**config.mk**
```make
export PLATFORM = sky130hd
export DESIGN_NAME = ecc_rd_resp_trk
export DESIGN_NICKNAME = d
export VERILOG_FILES = /design/src/rtl/ecc_trk_pkg.sv /design/src/rtl/ecc_trk_ring.sv /design/src/rtl/ecc_trk_regs.sv /design/src/rtl/ecc_rd_resp_trk.sv
export SDC_FILE = /design/constraint.sdc
export NUM_CORES = 2
export LEC_CHECK = 0
export BUFFER_PORTS_ARGS = -buffer_cell sky130_fd_sc_hd__buf_2
export CELL_PAD_IN_SITES_DETAIL_PLACEMENT = 1
export CELL_PAD_IN_SITES_GLOBAL_PLACEMENT = 2
export CORE_ASPECT_RATIO = 1.25
export CORE_UTILIZATION = 43
export CTS_CLUSTER_DIAMETER = 30
export DETAILED_ROUTE_END_ITERATION = 12
export PLACE_DENSITY_LB_ADDON = 0.1
export SYNTH_ARGS = -nofsm -noshare
export SYNTH_HDL_FRONTEND = slang
export SYNTH_SLANG_ARGS = --single-unit
```
**constraint.sdc**
```tcl
create_clock -name clk -period 5.9 [get_ports clk]
set_input_delay 0.59 -clock clk [delete_from_list [all_inputs] [get_ports clk]]
set_output_delay 0.59 -clock clk [all_outputs]
set_load 0.03 [all_outputs]
```
**src/rtl/ecc_trk_pkg.sv**
```systemverilog
package ecc_trk_pkg;

   typedef enum logic [1:0] {
      RSP_OK     = 2'b00,
      RSP_BUSERR = 2'b11
   } rsp_stat_e;

   localparam logic [2:0] SEL_RAW   = 3'd0;
   localparam logic [2:0] SEL_MSKD  = 3'd1;
   localparam logic [2:0] SEL_ENSET = 3'd2;
   localparam logic [2:0] SEL_ENCLR = 3'd3;
   localparam logic [2:0] SEL_ALOG  = 3'd4;

endpackage

```
**src/rtl/ecc_trk_ring.sv**
```systemverilog
module ecc_trk_ring #(
   parameter int DW    = 32,
   parameter int DEPTH = 32
) (
   input  logic          clk,
   input  logic          rst_n,
   input  logic          wr_valid,
   output logic          wr_ready,
   input  logic [DW-1:0] wr_data,
   input  logic          wr_err,
   output logic          rd_valid,
   input  logic          rd_ready,
   output logic [DW-1:0] rd_data,
   output logic          rd_err
);
   localparam int PW = (DEPTH > 1) ? $clog2(DEPTH) : 1;

   if ((DEPTH < 2) || ((DEPTH & (DEPTH - 1)) != 0)) begin : g_bad_depth
      $error("ecc_trk_ring: DEPTH must be a power of two, at least 2");
   end
   if (DW < 1) begin : g_bad_dw
      $error("ecc_trk_ring: DW must be positive");
   end

   logic [PW:0]   wr_ptr, rd_ptr;
   logic [PW-1:0] wr_idx, rd_idx;
   logic          full, empty, wr_fire, rd_fire;

   logic [DW-1:0] slot_data [DEPTH];
   logic          slot_err  [DEPTH];

   assign wr_idx   = wr_ptr[PW-1:0];
   assign rd_idx   = rd_ptr[PW-1:0];
   assign empty    = (wr_ptr == rd_ptr);
   assign full     = (wr_idx == rd_idx) && (wr_ptr[PW] != rd_ptr[PW]);
   assign wr_ready = !full;
   assign rd_valid = !empty;
   assign wr_fire  = wr_valid && !full;
   assign rd_fire  = rd_ready && !empty;

   for (genvar g = 0; g < DEPTH; g++) begin : g_slot
      always_ff @(posedge clk) begin
         if (!rst_n) begin
            slot_data[g] <= '0;
            slot_err[g]  <= 1'b0;
         end else if (wr_fire && (wr_idx == PW'(g))) begin
            slot_data[g] <= wr_data;
            slot_err[g]  <= wr_err;
         end
      end
   end

   always_ff @(posedge clk) begin
      if (!rst_n) begin
         wr_ptr <= '0;
         rd_ptr <= '0;
      end else begin
         if (wr_fire) wr_ptr <= wr_ptr + 1'b1;
         if (rd_fire) rd_ptr <= rd_ptr + 1'b1;
      end
   end

   assign rd_data = slot_data[rd_idx];
   assign rd_err  = slot_err[rd_idx];

   AST_NO_OVERFLOW: assert property (@(posedge clk) disable iff (!rst_n)
      (full && !rd_ready) |=> (!wr_ready && $stable(wr_ptr)));

   AST_RSP_STABLE: assert property (@(posedge clk) disable iff (!rst_n)
      (rd_valid && !rd_ready) |=> (rd_valid && $stable(rd_data) && $stable(rd_err)));

endmodule

```
**src/rtl/ecc_trk_regs.sv**
```systemverilog
module ecc_trk_regs
   import ecc_trk_pkg::*;
#(
   parameter int AW     = 32,
   parameter int RW     = 32,
   parameter int DB_BIT = 4
) (
   input  logic          clk,
   input  logic          rst_n,
   input  logic          err_evt,
   input  logic [AW-1:0] err_addr,
   input  logic          reg_we,
   input  logic [2:0]    reg_sel,
   input  logic [RW-1:0] reg_wdata,
   output logic [RW-1:0] reg_rdata,
   output logic          raw_o,
   output logic          irq
);
   if (DB_BIT >= RW) begin : g_bad_bit
      $error("ecc_trk_regs: DB_BIT outside register width");
   end
   if (AW > RW) begin : g_bad_aw
      $error("ecc_trk_regs: address wider than register port");
   end

   localparam logic [RW-1:0] DB_MASK = RW'(1) << DB_BIT;

   logic          raw_q, en_q;
   logic [AW-1:0] log_q;
   logic          bit_hit, clr_raw, en_set, en_clr;

   assign bit_hit = |(reg_wdata & DB_MASK);
   assign clr_raw = reg_we && (reg_sel == SEL_RAW)   && bit_hit;
   assign en_set  = reg_we && (reg_sel == SEL_ENSET) && bit_hit;
   assign en_clr  = reg_we && (reg_sel == SEL_ENCLR) && bit_hit;

   always_ff @(posedge clk) begin
      if (!rst_n) begin
         raw_q <= 1'b0;
         en_q  <= 1'b0;
         log_q <= '0;
      end else begin
         if (err_evt)      raw_q <= 1'b1;
         else if (clr_raw) raw_q <= 1'b0;
         if (en_set)       en_q  <= 1'b1;
         else if (en_clr)  en_q  <= 1'b0;
         if (err_evt && !raw_q) log_q <= err_addr;
      end
   end

   always_comb begin
      reg_rdata = '0;
      case (reg_sel)
         SEL_RAW:   reg_rdata[DB_BIT] = raw_q;
         SEL_MSKD:  reg_rdata[DB_BIT] = raw_q & en_q;
         SEL_ENSET,
         SEL_ENCLR: reg_rdata[DB_BIT] = en_q;
         SEL_ALOG:  reg_rdata[AW-1:0] = log_q;
         default:   reg_rdata = '0;
      endcase
   end

   assign raw_o = raw_q;
   assign irq   = raw_q & en_q;

   AST_RAW_SET: assert property (@(posedge clk) disable iff (!rst_n)
      err_evt |=> raw_o);

   AST_LOG_FIRST: assert property (@(posedge clk) disable iff (!rst_n)
      (err_evt && !raw_o) |=> (log_q == $past(err_addr)));

   AST_LOG_HOLD: assert property (@(posedge clk) disable iff (!rst_n)
      raw_o |=> $stable(log_q));

   AST_IRQ_DROP: assert property (@(posedge clk) disable iff (!rst_n)
      (clr_raw && !err_evt) |=> !irq);

endmodule

```
**src/rtl/ecc_rd_resp_trk.sv**
```systemverilog
module ecc_rd_resp_trk
   import ecc_trk_pkg::*;
#(
   parameter int DW     = 32,
   parameter int AW     = 32,
   parameter int RW     = 32,
   parameter int DEPTH  = 32,
   parameter int DB_BIT = 4
) (
   input  logic          clk,
   input  logic          rst_n,
   input  logic          in_valid,
   output logic          in_ready,
   input  logic [AW-1:0] in_addr,
   input  logic [DW-1:0] in_data,
   input  logic          in_sb_err,
   input  logic          in_db_err,
   output logic          rsp_valid,
   input  logic          rsp_ready,
   output logic [DW-1:0] rsp_data,
   output logic [1:0]    rsp_status,
   input  logic          reg_we,
   input  logic [2:0]    reg_sel,
   input  logic [RW-1:0] reg_wdata,
   output logic [RW-1:0] reg_rdata,
   output logic          irq
);
   logic in_fire, db_evt, slot_err, db_raw;

   assign in_fire = in_valid && in_ready;
   assign db_evt  = in_fire && in_db_err;

   ecc_trk_ring #(.DW(DW), .DEPTH(DEPTH)) u_ring (
      .clk      (clk),
      .rst_n    (rst_n),
      .wr_valid (in_valid),
      .wr_ready (in_ready),
      .wr_data  (in_data),
      .wr_err   (in_db_err),
      .rd_valid (rsp_valid),
      .rd_ready (rsp_ready),
      .rd_data  (rsp_data),
      .rd_err   (slot_err)
   );

   ecc_trk_regs #(.AW(AW), .RW(RW), .DB_BIT(DB_BIT)) u_regs (
      .clk       (clk),
      .rst_n     (rst_n),
      .err_evt   (db_evt),
      .err_addr  (in_addr),
      .reg_we    (reg_we),
      .reg_sel   (reg_sel),
      .reg_wdata (reg_wdata),
      .reg_rdata (reg_rdata),
      .raw_o     (db_raw),
      .irq       (irq)
   );

   assign rsp_status = slot_err ? RSP_BUSERR : RSP_OK;

   AST_SB_QUIET: assert property (@(posedge clk) disable iff (!rst_n)
      (in_fire && in_sb_err && !in_db_err && !db_raw) |=> !db_raw);

   AST_STAT_CODE: assert property (@(posedge clk) disable iff (!rst_n)
      rsp_valid |-> ((rsp_status == RSP_OK) || (rsp_status == RSP_BUSERR)));

endmodule

```
==> metrics.txt <==
# TYPE chip_impl_metric gauge
chip_impl_info{name="run_status",value="finished clean"} 1
chip_impl_metric{name="p_leak",unit="nW"} 19.94
chip_impl_metric{name="grt_pass1_vias",unit=""} 35830
chip_impl_metric{name="grt-ovfl-total",unit=""} 0
chip_impl_metric{name="cts-buffers-inserted",unit=""} 214
chip_impl_metric{name="period_minus_slack",unit="ps"} 4628
chip_impl_metric{name="die_x",unit="um"} 304.7
chip_impl_metric{name="detail_route.wl_per_cell",unit="um"} 28.39
chip_impl_metric{name="hold_buffers",unit=""} 31
chip_impl_metric{name="dp_hpwl",unit="um"} 92980
chip_impl_metric{name="instance_area_at_placement",unit="mm^2"} 0.05160
chip_impl_metric{name="placement_rows",unit=""} 138
chip_impl_metric{name="yosysWarningCount",unit=""} 0
chip_impl_metric{name="worst_slew_pin_slew",unit="ps"} 1148
chip_impl_metric{name="setup-violations-final",unit=""} 0
chip_impl_metric{name="gr-usage-met1",unit=""} 0.3672
chip_impl_metric{name="timing.final.max_slew_violations",unit=""} 0
chip_impl_metric{name="power.density",unit="mW/mm^2"} 398.5
chip_impl_metric{name="post-route-period-util",unit=""} 0.7844
chip_impl_metric{name="initial_core_util",unit=""} 0.4340
chip_impl_metric{name="design_area",unit="mm^2"} 0.05920
chip_impl_metric{name="place.port_buffers",unit=""} 142
chip_impl_metric{name="core_area",unit="mm^2"} 0.1134
chip_impl_metric{name="postCtsResizedCells",unit=""} 0
chip_impl_metric{name="postRouteAntennaNets",unit=""} 0
chip_impl_metric{name="cts_max_path_buffers",unit=""} 3
chip_impl_metric{name="remaining_drc_errors",unit=""} 0
chip_impl_metric{name="fp.dieH",unit="um"} 380.3
chip_impl_info{name="crit_path_end_kind",value="output pin"} 1
chip_impl_metric{name="gp_congestion",unit=""} 0.7698
chip_impl_info{name="cell_with_the_most_instances_after_synthesis",value="sky130_fd_sc_hd__nor2_1"} 1
chip_impl_metric{name="htreeDepth",unit=""} 4
chip_impl_metric{name="synth.avg_cell_area",unit="um^2"} 11.90
chip_impl_metric{name="cp.arrival",unit="ps"} 4040
chip_impl_metric{name="dp_slack",unit="ps"} 1928
chip_impl_metric{name="n_fill_cell",unit=""} 11500
chip_impl_metric{name="fin_tns_setup",unit="ps"} 0
chip_impl_metric{name="syn_inst",unit=""} 4137
chip_impl_metric{name="worstHoldPathCells",unit=""} 3
chip_impl_metric{name="final_hold_viol_count",unit=""} 0
chip_impl_metric{name="grt_util_met2",unit=""} 0.4961
chip_impl_info{name="synth-main-ff-cell",value="sky130_fd_sc_hd__edfxtp_1"} 1
chip_impl_metric{name="clkLatencyLatePin",unit="ps"} 820
chip_impl_info{name="synth_area_leaders",value="sky130_fd_sc_hd__edfxtp_1 (64%), sky130_fd_sc_hd__mux2i_1 (11%), sky130_fd_sc_hd__nor2_1 (8.1%), sky130_fd_sc_hd__nand2_1 (3.5%), sky130_fd_sc_hd__dfxtp_1 (2.1%)"} 1
chip_impl_metric{name="ff2ff_path_depth",unit=""} 8
chip_impl_metric{name="nNetsFinal",unit=""} 4389
chip_impl_info{name="clk_root_buffer_cell",value="sky130_fd_sc_hd__clkbuf_16"} 1
chip_impl_metric{name="final.setup_skew",unit="ps"} 28.42
chip_impl_metric{name="peakVddDrop",unit="mV"} 0.2858
chip_impl_metric{name="post_synth_num_cell_types",unit=""} 40
chip_impl_metric{name="cp_data_required_time",unit="ps"} 5310
chip_impl_metric{name="dp_cells",unit=""} 5499
chip_impl_metric{name="synthesis_to_layout_area_growth",unit="%"} 20.25
chip_impl_metric{name="setup_ws",unit="ps"} 1272
chip_impl_info{name="criticalPathCategory",value="reg2out"} 1
chip_impl_info{name="start_kind",value="flip-flop"} 1
chip_impl_metric{name="grt_first_pass_wirelength",unit="um"} 241600
chip_impl_metric{name="route.detailed.vias_per_inst",unit=""} 5.745
chip_impl_metric{name="cts_setup_buffers",unit=""} 0
chip_impl_metric{name="drt_first_iter_violations",unit=""} 2598
chip_impl_metric{name="maximum_number_of_pins_on_one_net_before_global_route_repair",unit=""} 133
chip_impl_metric{name="drt_pass1_iterations",unit=""} 6
chip_impl_info{name="synthDominantAreaCellType",value="sky130_fd_sc_hd__edfxtp_1"} 1
chip_impl_metric{name="antenna_found_initial",unit=""} 29
chip_impl_metric{name="postSynth.asyncResetShare",unit=""} 0
chip_impl_metric{name="yosysSeqAreaShare",unit=""} 0.6646
chip_impl_metric{name="layoutNonFillerInstCount",unit=""} 5935
chip_impl_info{name="rsz_0062_raised_after_global_routing",value="no"} 1
chip_impl_metric{name="grt_usage",unit=""} 0.2894
chip_impl_metric{name="post_synthesis_sequential_element_count",unit=""} 1107
chip_impl_info{name="clock_tree_from_tritoncts",value="yes"} 1
chip_impl_metric{name="gr-usage-met3",unit=""} 0.04662
chip_impl_metric{name="postRouteWirelength",unit="um"} 168500
chip_impl_metric{name="drv.max_cap_violation_count",unit=""} 0
chip_impl_metric{name="power",unit="mW"} 23.59
chip_impl_metric{name="clock_transition_at_path_regs",unit="ps"} 40
chip_impl_metric{name="finalHoldWorstSlack",unit="ps"} 82.31
chip_impl_info{name="grt.busiest_layer",value="met2"} 1
chip_impl_metric{name="synth-edff-count",unit=""} 1055
chip_impl_info{name="synth_common_cells",value="sky130_fd_sc_hd__nor2_1 (1063), sky130_fd_sc_hd__edfxtp_1 (1055), sky130_fd_sc_hd__mux2i_1 (535)"} 1
chip_impl_metric{name="design.die.area",unit="mm^2"} 0.1159
chip_impl_metric{name="fmaxAchievable",unit="MHz"} 216.1
chip_impl_metric{name="design.portCount",unit=""} 175
chip_impl_metric{name="syn_area",unit="mm^2"} 0.04923
chip_impl_metric{name="crit_fanout",unit=""} 29
chip_impl_metric{name="via_count",unit=""} 34090
chip_impl_metric{name="finish.utilization",unit=""} 0.5219
chip_impl_metric{name="clkSinkCount",unit=""} 1107
chip_impl_metric{name="synth_largest_type_area_fraction",unit=""} 0.6435
chip_impl_metric{name="final_layout_size_suffix_gt1_frac",unit=""} 0.1432
chip_impl_metric{name="timing.max_slew.rel_slack",unit=""} 0.2348
chip_impl_metric{name="synth_nets",unit=""} 4250
chip_impl_info{name="min-delay-path-class",value="in2reg"} 1
placed cells by master (no fill, tap or decap), types with 30 or more instances in the layout:
cell type	count
sky130_fd_sc_hd__edfxtp_1	1055
sky130_fd_sc_hd__a22oi_1	100
sky130_fd_sc_hd__a22o_1	66
sky130_fd_sc_hd__clkinv_1	30
sky130_fd_sc_hd__dlygate4sd3_1	31
sky130_fd_sc_hd__mux2i_1	535
sky130_fd_sc_hd__buf_4	78
sky130_fd_sc_hd__nand2_1	446
sky130_fd_sc_hd__a21oi_1	103
sky130_fd_sc_hd__o21ai_0	35
sky130_fd_sc_hd__clkinv_2	33
sky130_fd_sc_hd__nor3_1	33
sky130_fd_sc_hd__clkbuf_16	219
sky130_fd_sc_hd__nand3_1	135
sky130_fd_sc_hd__a31oi_1	33
sky130_fd_sc_hd__nor2_1	1056
sky130_fd_sc_hd__and3_1	32
sky130_fd_sc_hd__buf_2	141
sky130_fd_sc_hd__dfxtp_1	51
cells by family (layout without fill, tap and decap cells):
| kind of cell | count (synthesis) | in the layout | synth area share |
|---|---|---|---|
| mux | 535 | 535 | 0.1088 |
| other cells | 0 | 11 | 0 |
| compound gates | 372 | 372 | 0.04920 |
| simple gates | 1761 | 1761 | 0.1428 |
| fa+ha+maj | 7 | 7 | 0.001779 |
| buf+inv | 346 | 663 | 0.03123 |
| xor+xnor | 9 | 9 | 0.001601 |
| flops | 1107 | 1107 | 0.6646 |
state kept, by name, summed over array words and instances, names as in the netlist, named ones only:
| name | count |
|---|---|
| u_regs.en_q | 1 |
| u_regs.log_q | 32 |
| u_regs.raw_o | 1 |
| u_ring.rd_ptr | 6 |
| u_ring.slot_data | 1024 |
| u_ring.slot_err | 32 |
| u_ring.wr_ptr | 6 |
worst max-delay path, cell delays in order (launching register included):
cell                      delay (ps)
sky130_fd_sc_hd__dfxtp_1         370
sky130_fd_sc_hd__nor2_4          890
sky130_fd_sc_hd__buf_4           600
sky130_fd_sc_hd__buf_4           400
sky130_fd_sc_hd__a22oi_1         150
sky130_fd_sc_hd__nand3_1         150
sky130_fd_sc_hd__nand3_1         320
sky130_fd_sc_hd__buf_2           310
metal layers:
metal | share of wire | wire length (um)
met4 | 0.032 | 5382
met5 | 0.00016 | 27
met3 | 0.055 | 9252
met2 | 0.50 | 83870
met1 | 0.42 | 69990
worst paths after layout:
kind / slack, ps / start / end
hold reg to reg: 450 / u_regs.log_q[31] / u_regs.log_q[31]
hold / removal: 80 / in_addr[13] / u_regs.log_q[13]
setup reg to reg: 1950 / u_ring.wr_ptr[2] / u_ring.slot_data[5][27]
setup / recovery: 1270 / flip-flop / rsp_data[31]
report_power, final:
group	leakage, nW	switching, mW	internal [mW]
combinational	5.11	1.73	0.642
sequential	11.3	0.110	8.90
clock	3.49	4.18	8.03
total	19.9	6.02	17.6
cell type report:
class / instances / area [um^2] / share of cell area
Clock inverter: 155 / 1695 / 0.02864
Inverter: 4 / 15.01 / 0.0002536
Multi-Input combinational cell: 2684 / 15430 / 0.2607
Clock buffer: 239 / 5575 / 0.09417
Timing Repair Buffer: 265 / 1893 / 0.03198
Antenna cell: 11 / 27.53 / 0.0004649
Sequential cell: 1107 / 32730 / 0.5527
Tap cell: 1470 / 1839 / 0.03107
Note: power is estimated with default switching activity, not from simulation.
